## config.mk

```make
export PLATFORM = sky130hd
export DESIGN_NAME = irq_vec_ctrl
export DESIGN_NICKNAME = d
export VERILOG_FILES = /design/src/rtl/irqv_pkg.sv /design/src/rtl/irqv_sync.sv /design/src/rtl/irqv_detect.sv /design/src/rtl/irqv_prio.sv /design/src/rtl/irq_vec_ctrl.sv
export SDC_FILE = /design/constraint.sdc
export NUM_CORES = 1
export LEC_CHECK = 0
export CORE_AREA = 2 2 78 80
export DETAILED_ROUTE_END_ITERATION = 7
export DIE_AREA = 0 0 80 82
export DONT_BUFFER_PORTS = 1
export GPL_TIMING_DRIVEN = 0
export SETUP_SLACK_MARGIN = 0.2
export SYNTH_ARGS = -nofsm -noshare
export SYNTH_HDL_FRONTEND = slang
export SYNTH_SLANG_ARGS = --single-unit
```

## constraint.sdc

```tcl
create_clock -name clk -period 4.1 [get_ports clk]
set_input_delay 0.82 -clock clk [delete_from_list [all_inputs] [get_ports clk]]
set_output_delay 0.82 -clock clk [all_outputs]
set_load 0.01 [all_outputs]
```

## src/rtl/irqv_pkg.sv

```systemverilog
package irqv_pkg;
  localparam int unsigned NUM_LINES = 8;
  localparam int unsigned CODE_W    = 8;
  localparam int unsigned WORD_W    = 32;
  localparam logic [CODE_W-1:0] IDLE_CODE = 8'hFC;

  typedef enum logic [1:0] {
    RSEL_CFG  = 2'd0,
    RSEL_EN   = 2'd1,
    RSEL_PEND = 2'd2,
    RSEL_VEC  = 2'd3
  } rsel_e;

  typedef enum logic [1:0] {
    RSZ_BYTE = 2'd0,
    RSZ_HALF = 2'd1,
    RSZ_WORD = 2'd2,
    RSZ_WRD2 = 2'd3
  } rsize_e;
endpackage

```

## src/rtl/irqv_sync.sv

```systemverilog
module irqv_sync #(
  parameter int unsigned W = 8
) (
  input  logic         clk,
  input  logic         rst_n,
  input  logic [W-1:0] async_n_i,
  output logic [W-1:0] sync_n_o
);
  logic [W-1:0] stg1_q;
  logic [W-1:0] stg2_q;

  // Idle level of an active-low line is high, so both stages reset to 1.
  always_ff @(posedge clk or negedge rst_n) begin
    if (!rst_n) begin
      stg1_q <= '1;
      stg2_q <= '1;
    end else begin
      stg1_q <= async_n_i;
      stg2_q <= stg1_q;
    end
  end

  assign sync_n_o = stg2_q;
endmodule

```

## src/rtl/irqv_detect.sv

```systemverilog
module irqv_detect #(
  parameter int unsigned N = 8
) (
  input  logic         clk,
  input  logic         rst_n,
  input  logic [N-1:0] sync_n_i,
  input  logic [N-1:0] edge_sel_i,
  input  logic [N-1:0] clr_i,
  output logic [N-1:0] pend_o
);
  logic [N-1:0] prev_q;
  logic [N-1:0] hold_q;
  logic [N-1:0] hold_d;
  logic [N-1:0] fall;

  for (genvar g = 0; g < N; g++) begin : g_line
    assign fall[g] = prev_q[g] & ~sync_n_i[g];

    // A newly detected transition takes precedence over a same-cycle clear.
    always_comb begin
      if (edge_sel_i[g]) begin
        hold_d[g] = fall[g] | (hold_q[g] & ~clr_i[g]);
      end else begin
        hold_d[g] = 1'b0;
      end
    end

    always_ff @(posedge clk or negedge rst_n) begin
      if (!rst_n) begin
        prev_q[g] <= 1'b1;
        hold_q[g] <= 1'b0;
      end else begin
        prev_q[g] <= sync_n_i[g];
        hold_q[g] <= hold_d[g];
      end
    end

    assign pend_o[g] = edge_sel_i[g] ? hold_q[g] : ~sync_n_i[g];
  end
endmodule

```

## src/rtl/irqv_prio.sv

```systemverilog
module irqv_prio
  import irqv_pkg::*;
#(
  parameter int unsigned N = NUM_LINES
) (
  input  logic [N-1:0]      act_i,
  output logic              any_o,
  output logic [CODE_W-1:0] code_o
);
  localparam int unsigned IW  = (N > 1) ? $clog2(N) : 1;
  localparam int unsigned PAD = CODE_W - IW - 2;

  logic [IW-1:0] idx;

  // Scan from the lowest priority upward so the lowest index wins.
  always_comb begin
    idx = '0;
    for (int i = N - 1; i >= 0; i--) begin
      if (act_i[i]) idx = IW'(i);
    end
  end

  assign any_o  = |act_i;
  assign code_o = any_o ? {{PAD{1'b0}}, idx, 2'b00} : IDLE_CODE;
endmodule

```

## src/rtl/irq_vec_ctrl.sv

```systemverilog
module irq_vec_ctrl
  import irqv_pkg::*;
#(
  parameter int unsigned LINES = NUM_LINES,
  parameter int unsigned DW    = WORD_W
) (
  input  logic              clk,
  input  logic              rst_n,
  input  logic [LINES-1:0]  irq_n_i,
  input  logic [1:0]        reg_addr_i,
  input  logic              reg_wr_i,
  input  logic [DW-1:0]     reg_wdata_i,
  input  logic [1:0]        reg_size_i,
  output logic [DW-1:0]     reg_rdata_o,
  output logic              irq_o,
  output logic              wake_o,
  output logic [CODE_W-1:0] vec_code_o
);
  localparam int unsigned CFG_BITS = 2 * LINES;

  rsel_e  sel;
  rsize_e rsz;

  logic [LINES-1:0] edge_q, edge_d;
  logic [LINES-1:0] wake_q, wake_d;
  logic [LINES-1:0] en_q, en_d;
  logic [LINES-1:0] sync_n;
  logic [LINES-1:0] clr;
  logic [LINES-1:0] pend;
  logic [LINES-1:0] act;
  logic             cfg_we, en_we, pend_we;
  logic [DW-1:0]    word_rd;
  logic             unused_wdata;

  assign sel = rsel_e'(reg_addr_i);
  assign rsz = rsize_e'(reg_size_i);

  assign cfg_we  = reg_wr_i && (sel == RSEL_CFG);
  assign en_we   = reg_wr_i && (sel == RSEL_EN);
  assign pend_we = reg_wr_i && (sel == RSEL_PEND);

  assign unused_wdata = ^reg_wdata_i[DW-CFG_BITS-1:0];

  // Field extraction, MSB-first layout.
  always_comb begin
    for (int i = 0; i < LINES; i++) begin
      edge_d[i] = reg_wdata_i[DW-1-2*i];
      wake_d[i] = reg_wdata_i[DW-2-2*i];
      en_d[i]   = reg_wdata_i[DW-1-i];
      clr[i]    = pend_we & reg_wdata_i[DW-1-i];
    end
  end

  always_ff @(posedge clk or negedge rst_n) begin
    if (!rst_n) begin
      edge_q <= '0;
      wake_q <= '0;
    end else if (cfg_we) begin
      edge_q <= edge_d;
      wake_q <= wake_d;
    end
  end

  always_ff @(posedge clk or negedge rst_n) begin
    if (!rst_n) begin
      en_q <= '0;
    end else if (en_we) begin
      en_q <= en_d;
    end
  end

  irqv_sync #(.W(LINES)) u_sync (
    .clk       (clk),
    .rst_n     (rst_n),
    .async_n_i (irq_n_i),
    .sync_n_o  (sync_n)
  );

  irqv_detect #(.N(LINES)) u_detect (
    .clk        (clk),
    .rst_n      (rst_n),
    .sync_n_i   (sync_n),
    .edge_sel_i (edge_q),
    .clr_i      (clr),
    .pend_o     (pend)
  );

  // Line 0 bypasses the enable mask.
  assign act = pend & {en_q[LINES-1:1], 1'b1};

  irqv_prio #(.N(LINES)) u_prio (
    .act_i  (act),
    .any_o  (irq_o),
    .code_o (vec_code_o)
  );

  assign wake_o = |(pend & wake_q);

  // Full-word view of the selected register.
  always_comb begin
    word_rd = '0;
    unique case (sel)
      RSEL_CFG: begin
        for (int i = 0; i < LINES; i++) begin
          word_rd[DW-1-2*i] = edge_q[i];
          word_rd[DW-2-2*i] = wake_q[i];
        end
      end
      RSEL_EN: begin
        for (int i = 0; i < LINES; i++) word_rd[DW-1-i] = en_q[i];
      end
      RSEL_PEND: begin
        for (int i = 0; i < LINES; i++) word_rd[DW-1-i] = pend[i];
      end
      RSEL_VEC: begin
        word_rd[DW-1 -: CODE_W] = vec_code_o;
      end
      default: word_rd = '0;
    endcase
  end

  always_comb begin
    reg_rdata_o = '0;
    unique case (rsz)
      RSZ_BYTE: reg_rdata_o[7:0]  = word_rd[DW-1 -: 8];
      RSZ_HALF: reg_rdata_o[15:0] = word_rd[DW-1 -: 16];
      default:  reg_rdata_o       = word_rd;
    endcase
  end
endmodule

```

After elaboration in Yosys (flattened, before gate mapping)
Cells that the tools add are included.
- magnitude comparators: 0
- div/mod/pow operators: 0
- shift-type cells: 0
- mux-type cells: 30
- $mul: 0
- bitwise gates (word level): 50
- reduce and logical (&&, ||, !) cells: 8
- eq/ne operators: 4
- add/subtract/negate cells: 0
- operators with widths (cell ; count):
    $pmux W8 S4 ; 1
    $and A1 B1 Y1 ; 24
    $mux W3 ; 8
    $mux W8 ; 3
    $and A8 B8 Y8 ; 2
    $mux W1 ; 16
    $mux W16 ; 1
    $not A1 Y1 ; 16
    $pmux W8 S2 ; 1
    $reduce_or A8 Y1 ; 2
    $or A1 B1 Y1 ; 8
    $eq A2 B1 Y1 const B ; 2
    $eq A2 B2 Y1 const B ; 2
    $logic_not A2 Y1 ; 2
    $logic_and A1 B1 Y1 ; 3
    $reduce_or A2 Y1 ; 1
- register bits: 56
- ROM bits: 0
- output and inout bits: 42
- logic and storage cells: 113
- memories kept: 0
- bits in writable memories: 0
- bits in latches: 0
- input port bits: 47

Longest topological paths before layout
Gate-level depths: netlist of run 1.
- word-level depth: 14
- mapped depth: 8
- mapped depth without buffers: 6

By module
From an unflattened synthesis of run 1, not the netlist that was laid out.
- cell total of the unflattened synthesis: 244
- area total of the unflattened synthesis: 2956.6 µm²
- by module, submodules not included (module ; seq. area each (µm²) ; area an instance (µm²) ; cells each ; instances):
    irq_vec_ctrl ; 600.6 ; 1746.7 ; 155 ; 1
    irqv_detect ; 410.4 ; 678.2 ; 56 ; 1
    irqv_sync ; 420.4 ; 420.4 ; 16 ; 1
    irqv_prio ; 0.0 ; 111.4 ; 17 ; 1

Worst setup path after synthesis of run 1
Ideal clock, no wire load.
- kind: input port to output port
- from: input port reg_addr_i[0]
- to: output port reg_rdata_o[7]
- data required time: 3.280 ns
- slack: 1.279 ns
- buffers on the path: 2
- stages on the path: 6
- arrival time: 2.001 ns
- cells stage by stage: buf_2 > buf_1 > mux2i_1 > o2bb2ai_1 > a31oi_1 > o22ai_1
- longest elaborated chain between the ends: 3
- elaborated cells between the ends (all ways): 7
- classes of those cells: eq/ne (3); mux (3); reduce/logical (1)
- RTL lines (item ; line ; source):
    start: declaration ; irq_vec_ctrl.sv:10 ; input logic [1:0] reg_addr_i,
    $eq A2 B2 Y1, or another cell as far along ; irq_vec_ctrl.sv:102 ; unique case (sel)
    $pmux W8 S4 / $mux W8 (equally long branches) ; irq_vec_ctrl.sv:102 ;
    $pmux W8 S2 * ; irq_vec_ctrl.sv:124 ; unique case (rsz)
    end: declaration ; irq_vec_ctrl.sv:14 ; output logic [DW-1:0] reg_rdata_o,
Every way passes the cells marked *; elsewhere a longest branch is shown, timed or not.

Worst setup path after layout of run 1
- from: register u_sync.stg2_q[1], in the netlist u_sync.sync_n_o[1]
- to: output port reg_rdata_o[2]
- longest elaborated chain between the ends: 8
- elaborated cells between the ends (all ways): 9
- classes of those cells: mux (6); bitwise (2); reduce/logical (1)
- RTL lines (item ; line ; source):
    start: declaration ; irqv_sync.sv:10 ; logic [W-1:0] stg2_q;
    start signal: assignment ; irqv_sync.sv:19 ; stg2_q <= stg1_q;
    $not A1 Y1 * ; irqv_detect.sv:38 ; assign pend_o[g] = edge_sel_i[g] ? hold_q[g] : ~sync_n_i[g];
    $mux W1 * ; irqv_detect.sv:38 ;
    $and A8 B8 Y8 * ; irq_vec_ctrl.sv:89 ; assign act = pend & {en_q[LINES-1:1], 1'b1};
    $mux W3 (2 in a row) ; irqv_prio.sv:19 ; if (act_i[i]) idx = IW'(i);
    $mux W8 * ; irqv_prio.sv:24 ; assign code_o = any_o ? {{PAD{1'b0}}, idx, 2'b00} : IDLE_CODE;
    $pmux W8 S4 * ; irq_vec_ctrl.sv:102 ;
    $pmux W8 S2 * ; irq_vec_ctrl.sv:124 ;
Marked as above.

==> metrics.txt, run 1 <==
first-pass GRT wire length 9.749 mm; Post-synth ARST share 100.0%; Final Hold Fails 0; GRT Total Usage 19.79%; DRC 0; die area 6560 µm²; status finished clean; Syn Inst Count 253; Vias 1945; Hold Path Class in -> async; Final WS setup 0.6572 ns; CTS Hold Buffers Added 0; Top Ports 89; initial antenna violation count 0; ys flop type dfrtp_1; worst slew pin tran 0.7006 ns; Seq pwr share roughly half; final setup fails 0; Vert. Die Dim 82 µm; HPWL after DPL approximately 4.6 mm; core area 5746 µm²; vias in the first global route 1835; most frequent cells in the layout 32 x dfrtp_1, 24 x mux2_2, 24 x dfstp_2, 22 x nor2_1, 15 x a21oi_1; Comb pwr share 23.6%; post-synth top area cell dfrtp_1; max frequency 290.5 MHz; Clock Power Share 25.9%; Antenna Nets Post-Route 0; setup TNS 0 ns; design area 2967 µm²; final WL 6.226 mm; Avg WL per Cell 18.47 µm; TritonCTS clock tree built; Switching Share 30.61%; commonest non-fill, non-tap cell in the layout dfrtp_1; Setup crit start kind register; register area share after synthesis slightly above 50%; # diodes 0; clk buf depth 2; H-tree Lvls 2; Worst Setup End Kind output pin; top cells by area, synth dfrtp_1 29%, dfstp_2 23%, mux2_2 9.8%; Final period util a little over four fifths; DR vias/cell 5.772; chip width 80 µm; EDFF count, synth 0; post-CTS setup buffer count 0; Clock Skew roughly 0.0034 ns; clock latency at the later pin of the worst-skew pair 0.30 ns; port bufs 0; Clock Sinks 56; Synth top area share a little under 30%; DRT iter0 DRCs 139; Worst EP arrival roughly 2.6 ns; Clock Pin Slew Worst Setup and Hold Paths 0.10 ns; Core Rows 28; internal cell power 954.9 µW; drt pass-1 iters 4; P_leak 0.001233 µW; Final #Nets 308; Mapped Area 2758 µm²; Final GP Congestion roughly 0.8; critical path peak fanout 9; largest net degree at the start of global routing 57; pre-CTS WS 0.9872 ns; crit path max-delay cell type a2111oi_4; relative slew slack 52.68%; Util after Layout 51.63%; total CTS buffers 5; grt ovf 0; area post-placement 2855 µm²; final slew viol count 0; RSZ-0062 raised after global routing no; Initial Util 48.00%; pwr dens 463.9 nW/µm²; Critical Path Max Stage Delay 0.61 ns; root buffer cell clkbuf_8; Area Overhead vs Synth 7.577%; crit-path cells o21ai_1 > a2111oi_4 > and4_1 > buf_6 > o21bai_4 > a311oi_2; share of layout cells above drive strength 1 26.72%; flops & latches, synth 56; max_cap viols 0; P_sw between 400 and 500 µW; post-cts sizing count 0; Worst EP required 3.28 ns; crit path time final 3.443 ns; VDD IR max 225.8 µV; Ys Warns 0; synth unique cells 42; WS Path Type reg -> out; Syn Area/Cell 10.90 µm²
[area by class of cell]
type / instances / area, µm²
plain buffers: 16 / 86.33
clock buffers: 5 / 68.82
clock inverters: 3 / 42.54
fillers: 563 / 2779
inverters: 4 / 15.01
multi-input cells: 178 / 1229
flip-flops and latches: 56 / 1431
well taps: 75 / 93.84
[Yosys cell counts, types with 2 or more instances]
master and n:
and2_1 9, inv_1 4, nand2b_1 9, mux2_2 24, a21boi_0 4, a21oi_1 15, clkbuf_1 7, mux2i_1 8
dfrtp_1 32, a31oi_1 5, buf_4 4, nand3b_1 2, o21a_1 4, dfstp_2 24, and3_1 10, a211oi_1 3
nor2_1 22, o21ai_0 3, buf_2 3, o22ai_1 2, nor2b_1 14, a211o_1 2, nand3_1 10, nand2_1 13
o21ai_1 3
[power groups by stage]
stage	clock, µW	combinational [µW]	sequential [µW]
after floorplan	0	272	679
after global placement	0	319	703
after detailed placement	0	324	705
after CTS	369	325	695
after global routing	387	358	707
final	356	325	695
[critical path: cells and delay by family, from the launching register on]
family,cells,cell delay (ns)
buffers and inverters,1,0.15
AOI/OAI and AO/OA,4,1.33
DFF,1,0.55
and+or+nand+nor,1,0.29
[per-stage QoR]
step,total power (µW),hold slack (ns),instances
3_5_place_dp,1029,0.3476,329
3_3_place_gp,1022,0.3456,329
6_report,1376,0.2011,337
4_1_cts,1388,0.1832,337
2_1_floorplan,950.4,0.3452,254
5_1_grt,1453,0.1789,337
[registers in the layout, summed over array words and instances (netlist names)]
register / cells
wake_q: 8
en_q: 8
u_sync.sync_n_o: 8
u_detect.hold_q: 8
edge_q: 8
u_detect.prev_q: 8
u_sync.stg1_q: 8
[layer usage]
| metal | part of all wire [%] | vias up | track usage (%) |
|---|---|---|---|
| li1 | - | 901 | - |
| met1 | 46 | 959 | 26.12 |
| met2 | 46 | 77 | 32.50 |
| met3 | 7.8 | 8 | 5.275 |
| met4 | 0.90 | 0 | 5.254 |
| met5 | 0 | - | 0 |
[final timing paths]
path	startpoint	to	slack (ns)	depth (start not counted)
max reg2reg	u_sync.sync_n_o[3]	u_detect.hold_q[3]	3.19	3
min in group clk	u_sync.stg1_q[1]	u_sync.sync_n_o[1]	0.36	0
min reg2reg	u_sync.stg1_q[1]	u_sync.sync_n_o[1]	0.36	0
min	rst_n	u_detect.hold_q[0]	0.20	0
max in group asynchronous	rst_n	u_detect.prev_q[4]	3.71	0
max	u_sync.sync_n_o[1]	reg_rdata_o[2]	0.66	6
[kinds of logic (layout without fill, tap and decap cells)]
kind of cell	Yosys count	in the layout	share of synthesized area (%)
simple gates	93	93	18.10
flops	56	56	51.91
buf+inv	20	28	3.675
compound gates	51	51	13.48
other cells	1	2	0.1360
mux	32	32	12.70
(Power assumes the default switching activity.)
==> inputs of run 2 (changes only) <==
- clock period: 4.1 -> 3.31 ns (I/O delays scaled with it)
==> run 2 against run 1 <==
Setup slack worse by 0.47 ns. Cell count rose by 2.1%. Via count is 1.8% higher. Cell area grew 6.5%. Routed wire length is 1.8% higher. Worst hold slack got worse by 0.16 ns. Clock-buffer cell count unchanged. Sequential cell count unchanged. Critical path type unchanged.
==> metrics.txt, run 2 (synthesized netlist as in run 1, its figures left out) <==
status finished clean; DRT iter0 DRCs 129; vias in the first global route ~1900; max_cap viols 0; Comb pwr share 26.7%; grt ovf 0; Vert. Die Dim about 82 µm; # diodes 0; Worst EP arrival 2.46 ns; clk buf depth 2; DR vias/cell 5.756; CP Buf/Inv Count 1; Final GP Congestion 0.8031; total CTS buffers 5; Top Family by Delay on Critical Path compound AO/OA/AOI/OAI gates; pwr dens 563.6 nW/µm²; die area around 6600 µm²; Area Overhead vs Synth 14.52%; worst slew pin tran 0.7548 ns; drt pass-1 iters 4; final slew viol count 0; H-tree Lvls 2; VDD IR max 280.1 µV; RSZ-0062 raised after global routing yes; Setup crit start kind register; Reg-to-Reg End u_detect.hold_q[2]; CTS Hold Buffers Added 0; Seq pwr share around half; FILL cells 536; Top Ports 89; Switching Share 31.22%; Multi-input gate area 1366 µm²; share of layout cells above drive strength 1 between 30% and 40%; first-pass GRT wire length 9.963 mm; TritonCTS clock tree built; critical path peak fanout 6; clock latency at the later pin of the worst-skew pair 0.30 ns; crit path max-delay cell type dfstp_2; root buffer cell clkbuf_8; relative slew slack 49.68%; total power 1780 µW; worst-case reg-to-reg path depth 2; Antenna Nets Post-Route 0; Clock Sinks 56; Avg WL per Cell approximately 18 µm; initial antenna violation count 0; Worst EP required 2.65 ns; final WL 6.335 mm; FF-to-FF setup slack 2.40 ns; Hold WS ~0.042 ns; P_sw 555.7 µW; Final Hold Fails 0; final setup fails 0; Vias 1980; R2R Path Start u_sync.sync_n_o[2]; Initial Util 48.00%; Clock Skew 0.003714 ns; DRC 0; P_leak 0.001289 µW; setup TNS 0 ns; chip width 80 µm; most frequent cells in the layout 32 x dfrtp_1, 24 x mux2_2, 24 x dfstp_2, 17 x nor2_1, 14 x nor2b_1; commonest non-fill, non-tap cell in the layout dfrtp_1; internal cell power 1224 µW; port bufs 0; max frequency 320.7 MHz; HPWL after DPL 4.618 mm; core area 5746 µm²; crit-path cells nand2b_4 > and3_4 > a2111oi_4 > and4_4 > buf_8 > o21bai_4 > a311oi_4; crit path time final around 3.1 ns; Clock Pin Slew Worst Setup and Hold Paths 0.10 ns; Critical Path Max Stage Delay between 0.5 and 0.6 ns; WS Path Type reg -> out; Clock Power Share approximately a quarter; Worst Setup End Kind output pin; Core Rows 28; Hold Path Class in -> async; largest net degree at the start of global routing 57; Final #Nets 315; GRT Total Usage 20.12%; Final period util around 94%; register area 1431 µm²
## run 2: how the worst max path moves through the flow
| stage | from | end | cells past startpoint |
|---|---|---|---|
| 6_report | u_sync.sync_n_o[2] | reg_rdata_o[2] | 7 |
| 5_1_grt | u_sync.sync_n_o[2] | reg_rdata_o[2] | 7 |
| 3_5_place_dp | u_sync.sync_n_o[1] | reg_rdata_o[2] | 6 |
| 3_3_place_gp | u_sync.sync_n_o[1] | reg_rdata_o[2] | 6 |
| 4_1_cts | u_sync.sync_n_o[3] | reg_rdata_o[2] | 7 |
| 2_1_floorplan | u_sync.sync_n_o[1] | reg_rdata_o[2] | 6 |
## run 2: cell type report
cell class	instances	share of cell area (%)
Sequential cell	56	45.32
Inverter	4	0.4754
Clock buffer	5	2.179
Timing Repair Buffer	7	1.585
Multi-Input combinational cell	178	43.26
Clock inverter	3	1.347
Tap cell	75	2.971
Buffer	16	2.853
## run 2: per-stage QoR
stage	std cells	instance area, µm²	util [%]	setup slack (ns)
CTS	341	3058	53.22	0.1594
global placement	329	2855	49.70	0.3911
global route	344	3158	54.97	0.06849
finish	344	3158	54.97	0.1915
detailed placement	329	2855	49.70	0.3733
floorplan	254	2761	-	0.6796
## run 2: repair_timing
| item | 4_1_cts | 5_1_grt |
|---|---|---|
| gates cloned | 1 | 0 |
| setup endpoints to repair | 12 | 12 |
| pin swaps | 9 | 9 |
| setup buffers | 3 | 3 |
| gates resized for setup | 16 | 12 |
## run 2: power groups by stage
stage	sequential, µW	combinational (µW)	clock [µW]
2_1_floorplan	840	337	0
3_3_place_gp	871	395	0
3_5_place_dp	873	401	0
4_1_cts	862	441	457
5_1_grt	878	519	480
6_report	863	475	442
## run 2: per-layer routing
layer,routed length [µm],global-route usage [%]
met3,518,5.495
met1,2775,26.26
met4,66,5.932
met2,2974,33.00
met5,0,0
==> inputs of run 3 (changes only) <==
- CTS_CLUSTER_DIAMETER: unset -> 30
- GPL_TIMING_DRIVEN: 0 -> unset
- PLACE_DENSITY: unset -> 0.62
==> run 3 against run 2 <==
Critical path depth fell by 2. Core utilization fell by 4.6 points. First-iteration DRC count fell by 17%. Sequential cell count did not move. Sequential share of layout area rose by 4.2 points. Worst hold slack improved by 0.0021 ns. Cell count fell by 5.5%. Non-clock buffer count fell by 19. Combinational power fell by 19%. Routed wire length fell by 5.3%. Register-to-register slack barely moved. Global-route usage fell by 1.4 points. Critical endpoint unchanged.
==> metrics.txt, run 3 (synthesized netlist as in run 1, its figures left out) <==
status finished clean; FF-to-FF setup slack 2.41 ns; crit-path cells o21ai_1 > a2111oi_4 > and4_4 > o21bai_4 > a311oi_2; pwr dens between 500 and 600 nW/µm²; relative slew slack 44.73%; Final #Nets 296; die area 6560 µm²; H-tree Lvls 2; Clock Pin Slew Worst Setup and Hold Paths 0.09 ns; core area around 5700 µm²; max_cap viols 0; GRT Total Usage about a fifth; Hold Path Class in -> async; Critical Path End reg_rdata_o[2]; DRT iter0 DRCs 107; final slew viol count 0; Top Family by Delay on Critical Path compound AO/OA/AOI/OAI gates; vias in the first global route 1769; clk buf depth 2; Hold WS 0.04439 ns; TritonCTS clock tree built; Clock Skew 0.009454 ns; Avg WL per Cell roughly 18 µm; DRC 0; crit path max-delay cell type dfstp_2; CP Buf/Inv Count 0; Final Hold Fails 0; first-pass GRT wire length 9.225 mm; root buffer cell clkbuf_8; largest net degree at the start of global routing between 50 and 60; FILL cells 541; max frequency 335.8 MHz; worst-case reg-to-reg path depth 1; setup TNS 0 ns; share of layout cells above drive strength 1 26.00%; Area Overhead vs Synth 4.855%; RSZ-0062 raised after global routing no; Vias 1897; crit path time final 2.978 ns; Setup crit start kind register; WS Path Type reg -> out; critical path peak fanout 6; Initial Util 48.00%; Antenna Nets Post-Route 0; worst slew pin tran 0.8290 ns; # diodes 0; DR vias/cell 5.837; Reg-to-Reg End en_q[1]; design area between 2000 and 3000 µm²; pre-CTS WS 0.5824 ns; Clock Sinks 56; Core Rows 28; instance count on the critical path 5; Top Ports 89; final WL ~6 mm; HPWL after DPL 4.357 mm; most frequent cells in the layout 32 x dfrtp_1, 24 x mux2_2, 24 x dfstp_2, 22 x nor2_1, 15 x a21oi_1; chip width 80 µm; P_leak between 0.001 and 0.0015 µW; Worst Setup End Kind output pin; total CTS buffers 5; Critical Path Source u_sync.sync_n_o[1]; VDD IR max 255.2 µV; grt ovf 0; Final GP Congestion 0.8684; Vert. Die Dim around 82 µm; Final WS setup 0.3321 ns; Critical Path Max Stage Delay 0.55 ns; drt pass-1 iters 4; Worst EP arrival 2.32 ns; R2R Path Start en_q[1]; commonest non-fill, non-tap cell in the layout dfrtp_1; port bufs 0; final setup fails 0; Worst EP required 2.65 ns; post-CTS setup buffer count 0; clock latency at the later pin of the worst-skew pair around 0.3 ns; initial antenna violation count 0; Final period util 89.97%; area post-placement ~2800 µm²
-- run 3: cell count changes in the layout (fill, tap and decap cells not counted), sizes merged --
| cell | before | now |
|---|---|---|
| buf | 16 | 4 |
| bufinv | 1 | 0 |
| clkbuf | 12 | 8 |
| clkinv | 1 | 0 |
| clkinvlp | 1 | 0 |
-- run 3: how the worst min path moves through the flow --
stage / slack (ns) / from / cells after the start / to
floorplan: 0.35 / u_sync.stg1_q[0] / 0 / u_sync.sync_n_o[0]
global route: 0.02 / rst_n / 0 / edge_q[3]
CTS: 0.03 / rst_n / 0 / edge_q[3]
global placement: 0.35 / u_sync.stg1_q[0] / 0 / u_sync.sync_n_o[0]
finish: 0.04 / rst_n / 0 / wake_q[6]
detailed placement: 0.35 / u_sync.stg1_q[3] / 0 / u_sync.sync_n_o[3]
-- run 3: repair_timing --
| item | 4_1_cts | 5_1_grt |
|---|---|---|
| resized for setup | 0 | 2 |
| hold buffers | 0 | 0 |
| setup endpoints to repair | 0 | 8 |
-- run 3: power breakdown --
part           switching [µW]  total, µW  internal (µW)
combinational             208        387            179
clock                     202        373            171
sequential               83.7        863            779
total                     493       1620           1130
-- run 3: per-layer routing --
layer	up-vias	wire (µm)	track usage (%)
met5	-	0	0
met4	0	138	6.610
met3	11	384	4.176
met2	73	2749	30.42
met1	939	2730	24.80
li1	874	-	-
-- run 3: per-stage QoR --
stage,cells,total power (µW),util (%)
after global placement,317,1249,48.72
final,325,1623,50.33
after detailed placement,317,1258,48.72
after global routing,325,1713,50.33
after floorplan,254,1177,-
after CTS,325,1638,50.28
-- run 3: final cells by class --
| class | instances | area (µm²) | area share (%) |
|---|---|---|---|
| Clock buffer | 8 | 90.09 | 3.116 |
| Inverter | 4 | 15.01 | 0.5193 |
| Multi-Input combinational cell | 178 | 1231 | 42.58 |
| Timing Repair Buffer | 4 | 30.03 | 1.039 |
| Sequential cell | 56 | 1431 | 49.50 |
| Tap cell | 75 | 93.84 | 3.245 |
